===== src/rtl/sma_pkg.sv =====
package sma_pkg;
    typedef enum logic [1:0] {
        ST_IDLE  = 2'd0,
        ST_WAIT  = 2'd1,
        ST_GRANT = 2'd2,
        ST_DONE  = 2'd3
    } sma_state_e;

    localparam int unsigned ROW_W   = 9;
    localparam int unsigned LEN_W   = 6;
    localparam int unsigned FORCE_N = 2;
endpackage


===== src/rtl/sma_len_class.sv =====
module sma_len_class
    import sma_pkg::*;
(
    input  logic [LEN_W-1:0] len,
    output logic             spare,
    output logic             tight
);
    always_comb begin
        spare = ((len >= LEN_W'(17)) && (len <= LEN_W'(20))) ||
                ((len >= LEN_W'(34)) && (len <= LEN_W'(40)));
        tight = (len == LEN_W'(16)) || (len == LEN_W'(32));
    end
endmodule


===== src/rtl/sma_slot_check.sv =====
module sma_slot_check #(
    parameter int unsigned NUM_IN  = 16,
    parameter int unsigned NUM_OUT = 16
) (
    input  logic               we,
    input  logic [NUM_IN-1:0]  in_idle,
    input  logic [NUM_OUT-1:0] out_idle,
    input  logic               spare,
    input  logic               force_slot,
    output logic               natural,
    output logic               eligible
);
    always_comb begin
        natural  = we ? (|in_idle) : (|out_idle);
        eligible = natural || spare || force_slot;
    end
endmodule


===== src/rtl/sma_host_arbiter.sv =====
module sma_host_arbiter
    import sma_pkg::*;
#(
    parameter int unsigned NUM_IN  = 16,
    parameter int unsigned NUM_OUT = 16,
    parameter int unsigned DATA_W  = 160
) (
    input  logic               clk,
    input  logic               rst_n,
    input  logic [5:0]         cfg_len,
    input  logic               cfg_prio,
    input  logic               cyc_start,
    input  logic [NUM_IN-1:0]  in_idle,
    input  logic [NUM_OUT-1:0] out_idle,
    input  logic               cpu_req,
    input  logic               cpu_we,
    input  logic [8:0]         cpu_row,
    input  logic               cpu_bank,
    input  logic [DATA_W-1:0]  cpu_wdata,
    output logic               cpu_busy,
    output logic               cpu_done,
    output logic [DATA_W-1:0]  cpu_rdata,
    output logic               mem_en,
    output logic               mem_we,
    output logic [8:0]         mem_row,
    output logic               mem_bank,
    output logic [DATA_W-1:0]  mem_wdata,
    input  logic [DATA_W-1:0]  mem_rdata,
    output logic               slot_steal
);
    localparam int unsigned CNT_W = $clog2(FORCE_N + 1);

    sma_state_e            state_q, state_d;
    logic [CNT_W-1:0]      wait_q;
    logic                  we_q, bank_q, steal_q;
    logic [ROW_W-1:0]      row_q;
    logic [DATA_W-1:0]     wdata_q;
    logic                  spare, tight, force_slot, natural, eligible, win;

    sma_len_class u_len (
        .len   (cfg_len),
        .spare (spare),
        .tight (tight)
    );

    assign force_slot = cfg_prio && tight && (wait_q == CNT_W'(FORCE_N));

    sma_slot_check #(.NUM_IN(NUM_IN), .NUM_OUT(NUM_OUT)) u_slot (
        .we         (we_q),
        .in_idle    (in_idle),
        .out_idle   (out_idle),
        .spare      (spare),
        .force_slot (force_slot),
        .natural    (natural),
        .eligible   (eligible)
    );

    assign win = (state_q == ST_WAIT) && cyc_start && eligible;

    // state register
    always_ff @(posedge clk) begin
        if (!rst_n) state_q <= ST_IDLE;
        else        state_q <= state_d;
    end

    // next state
    always_comb begin
        state_d = state_q;
        unique case (state_q)
            ST_IDLE:  if (cpu_req) state_d = ST_WAIT;
            ST_WAIT:  if (win)     state_d = ST_GRANT;
            ST_GRANT: state_d = ST_DONE;
            ST_DONE:  state_d = ST_IDLE;
        endcase
    end

    // request capture and wait counting
    always_ff @(posedge clk) begin
        if (!rst_n) begin
            wait_q  <= '0;
            we_q    <= 1'b0;
            bank_q  <= 1'b0;
            row_q   <= '0;
            wdata_q <= '0;
            steal_q <= 1'b0;
        end else begin
            if (state_q == ST_IDLE && cpu_req) begin
                wait_q  <= '0;
                we_q    <= cpu_we;
                bank_q  <= cpu_bank;
                row_q   <= cpu_row;
                wdata_q <= cpu_wdata;
            end
            if (state_q == ST_WAIT && cyc_start) begin
                if (eligible)
                    steal_q <= !(natural || spare);
                else if (wait_q != CNT_W'(FORCE_N))
                    wait_q <= wait_q + CNT_W'(1);
            end
        end
    end

    // outputs
    always_comb begin
        cpu_busy   = 1'b1;
        cpu_done   = 1'b0;
        cpu_rdata  = '0;
        mem_en     = 1'b0;
        mem_we     = 1'b0;
        mem_row    = '0;
        mem_bank   = 1'b0;
        mem_wdata  = '0;
        slot_steal = 1'b0;
        unique case (state_q)
            ST_IDLE: cpu_busy = 1'b0;
            ST_WAIT: ;
            ST_GRANT: begin
                mem_en     = 1'b1;
                mem_we     = we_q;
                mem_row    = row_q;
                mem_bank   = bank_q;
                mem_wdata  = wdata_q;
                slot_steal = steal_q;
            end
            ST_DONE: begin
                cpu_done  = 1'b1;
                cpu_rdata = we_q ? '0 : mem_rdata;
            end
        endcase
    end
endmodule


===== config.mk =====
export PLATFORM = sky130hd
export DESIGN_NAME = sma_host_arbiter
export DESIGN_NICKNAME = d
export VERILOG_FILES = /design/src/rtl/sma_pkg.sv /design/src/rtl/sma_len_class.sv /design/src/rtl/sma_slot_check.sv /design/src/rtl/sma_host_arbiter.sv
export SDC_FILE = /design/constraint.sdc
export NUM_CORES = 1
export LEC_CHECK = 0
export BUFFER_PORTS_ARGS = -buffer_cell sky130_fd_sc_hd__buf_2
export CAP_MARGIN = 20
export CORE_AREA = 2 2 278 280
export DETAILED_ROUTE_END_ITERATION = 6
export DIE_AREA = 0 0 280 282
export PLACE_DENSITY = 0.3
export SYNTH_ARGS = -nofsm -noshare
export SYNTH_HDL_FRONTEND = slang
export SYNTH_SLANG_ARGS = --single-unit

===== constraint.sdc =====
create_clock -name clk -period 2.55 [get_ports clk]
set_input_delay 0.255 -clock clk [delete_from_list [all_inputs] [get_ports clk]]
set_output_delay 0.255 -clock clk [all_outputs]
set_load 0.05 [all_outputs]

==> flow_metrics.tcl <==
set metrics [dict create \
    ys_warn_count 0 \
    hold_viol_final 0 \
    synthMuxAreaShare_pct 0.116 \
    grt_pass1_wl_mm 80.3 \
    synth_area_mm2 0.00862 \
    grt_usage_pct 14.3 \
    start_kind "flop" \
    synthSimpleGateAreaFrac_pct 41.7 \
    gr-total-overflow 0 \
    p_per_area_mw_per_mm2 711 \
    io_pins 709 \
    firstDrtPassIters 4 \
    met3_length_mm 3.98 \
    gp_congestion 0.859 \
    cp-end-kind "flop" \
    required_ns 2.98 \
    synth_seq_area_share_pct 40.9 \
    area.growth.synth_to_final_pct 83.4 \
    synth-compound-area-share_pct 12.1 \
    grt_pass1_vias 11100 \
    cp_max_fo 7 \
    synth_edf_count 0 \
    hpwl_mm 47.4 \
    dpl_cell_area_mm2 0.0133 \
    cts_sinks 176 \
    portBuffers 708 \
    clockBufferDepth 2 \
    async_reset_ff_share_pct 0 \
    first_iter_violations 348 \
    fin_nets 2377 \
    wl_met2_mm 32.0 \
    cts-buffers-inserted 17 \
    top_layer_used "met5" \
    n_fill_cell 8720 \
    coreArea_mm2 0.0757 \
    rows 101 \
    die_w_um 280 \
    ir_worst_vdd_uv 488 \
    relSlewSlack_pct 59.5 \
    total_power_mw 11.2 \
    worst_pin_slew_ns 0.605 \
    synth.distinct_cells 38 \
    arrival_ns 2.95 \
    synth_fp_nets 1550 \
    finalCriticalPeriod_ns 2.52 \
    synth_xor_area_share_pct 0.102 \
    layout_commonest_cell "buf_2" \
    synthAdderAreaFrac_pct 0.581 \
    synth_cells 1172 \
    maxCapViolations 0 \
    clk_latency_ns 0.49 \
    vias 11200 \
    viasPerCell 3.70 \
    hold_path_class "in -> reg" \
    synth-seq-cells 176 \
    status "finished clean" \
    setup_viol 0 \
    grt_max_degree 89 \
    antenna_found_initial 55 \
    cts_tree "done" \
    htreeDepth 4 \
    ys.flop_type "dfxtp_1" \
    wl_per_cell_um 19.7 \
    routed_wl_mm 59.4 \
    met1Wirelength_mm 20.2 \
    floorplan.initialDensity_pct 11.4 \
    postRouteAntennaNets 0 \
    layout-drive-gt1-share_pct 38.5 \
    setup_tns_ns 0 \
    p_leak_nw 7.77 \
    maxSlewViolCount 0 \
    whs_ns 0.109 \
    die_y_um 282 \
    synth_top_family_by_area "simple AND/OR/NAND/NOR gates" \
    final_util_pct 20.9 \
    crit_type "reg -> reg" \
    syn_area_per_cell_um2 7.35 \
    root_buffer "clkbuf_16" \
    post-route-period-util_pct 98.9 \
    most-common-layout-cells "buf_2 (706), nand2_1 (346), and2_1 (331)" \
    design_area_mm2 0.0158 \
    max_freq_ghz 0.396 \
    clk_pin_slew_ns 0.08 \
    finalClockSkew_ns 0.0280 \
    drc 0 \
    die-area_mm2 0.0790 \
]
==> synthesized netlist by cell type (3+ instances only) <==
cell type  count  area share, %
nand2_1      347             15
o21ai_0        4           0.23
ha_1           4           0.58
dfxtp_1      176             41
clkbuf_1      89            3.9
nor4_1         5           0.36
a21oi_1      133            7.7
nor3_1         3           0.17
inv_1          3           0.13
a21boi_0      39            3.4
nor2_1         6           0.26
and2_1       332             24
==> state kept, by name, indices dropped and copies added, names as in the netlist <==
| register | flops |
|---|---|
| bank_q | 1 |
| we_q | 1 |
| wdata_q | 160 |
| state_q | 2 |
| row_q | 9 |
| steal_q | 1 |
| wait_q | 2 |
==> metrics by stage <==
stage	setup slack, ns	cells
after CTS	0.0183	2986
after floorplan	0.125	1172
after global placement	-0.124	2782
final	0.0274	3015
after detailed placement	-0.166	2782
after global routing	-0.000806	3011
==> per-layer routing <==
layer  vias to the layer above  GRT usage, %
met3                       133          4.26
met1                      5172          13.5
li1                       5363             -
met2                       480          26.7
met5                         -             0
met4                         4          9.46
==> worst max-delay path, cell delays in order (launching register included) <==
cell,delay (ns)
dfxtp_2,0.50
nor4b_2,0.57
nand4_1,0.26
nor4_4,0.35
o21ai_2,0.14
or4_1,0.48
a21oi_1,0.14
==> power by group <==
part | internal [mW] | switching, mW
combinational | 1.46 | 3.33
clock | 1.69 | 1.32
sequential | 3.22 | 0.221
==> cell type report <==
type                       instances  area, um2  share of cell area, %
sequential                       176       3520                   22.3
multi-input combinational        900       4750                   30.1
clock inverter                    13        198                   1.25
tap                              978       1220                   7.74
timing repair buffer             900       5580                   35.3
inverter                           4       17.5                  0.111
clock buffer                      19        443                   2.80
antenna                           25       62.6                  0.396
==> worst paths after layout <==
kind                            start                        to  slack [ns]  cells after the start
max reg2reg         we_q$_SDFFE_PN0P_      wait_q[0]$_SDFF_PN0_        0.03                      6
max                 we_q$_SDFFE_PN0P_      wait_q[0]$_SDFF_PN0_        0.03                      6
min                     cpu_wdata[64]  wdata_q[64]$_SDFFE_PN0P_        0.11                      3
min reg2reg  wdata_q[36]$_SDFFE_PN0P_  wdata_q[36]$_SDFFE_PN0P_        0.45                      2
==> cell families (layout without fill, tap and decap cells) <==
kind of cell	count (synthesis)	count (layout)
AOI/OAI and AO/OA	183	183
xor gates and xnor gates	1	1
adders and majority gates	4	4
buffers and inverters	98	936
DFF	176	176
muxes	1	1
other	0	25
and+or+nand+nor	709	711
==> timing repair <==
item                                    4_1_cts  5_1_grt
endpoints found under the hold margin       171        0
resized for setup                             2        6
cloned                                        1        3
hold buffers                                171        0
pin swaps                                     0        0
buffers inserted                              0        1
endpoints found under the setup margin       64       74
Note: power is estimated with default switching activity, not from simulation.
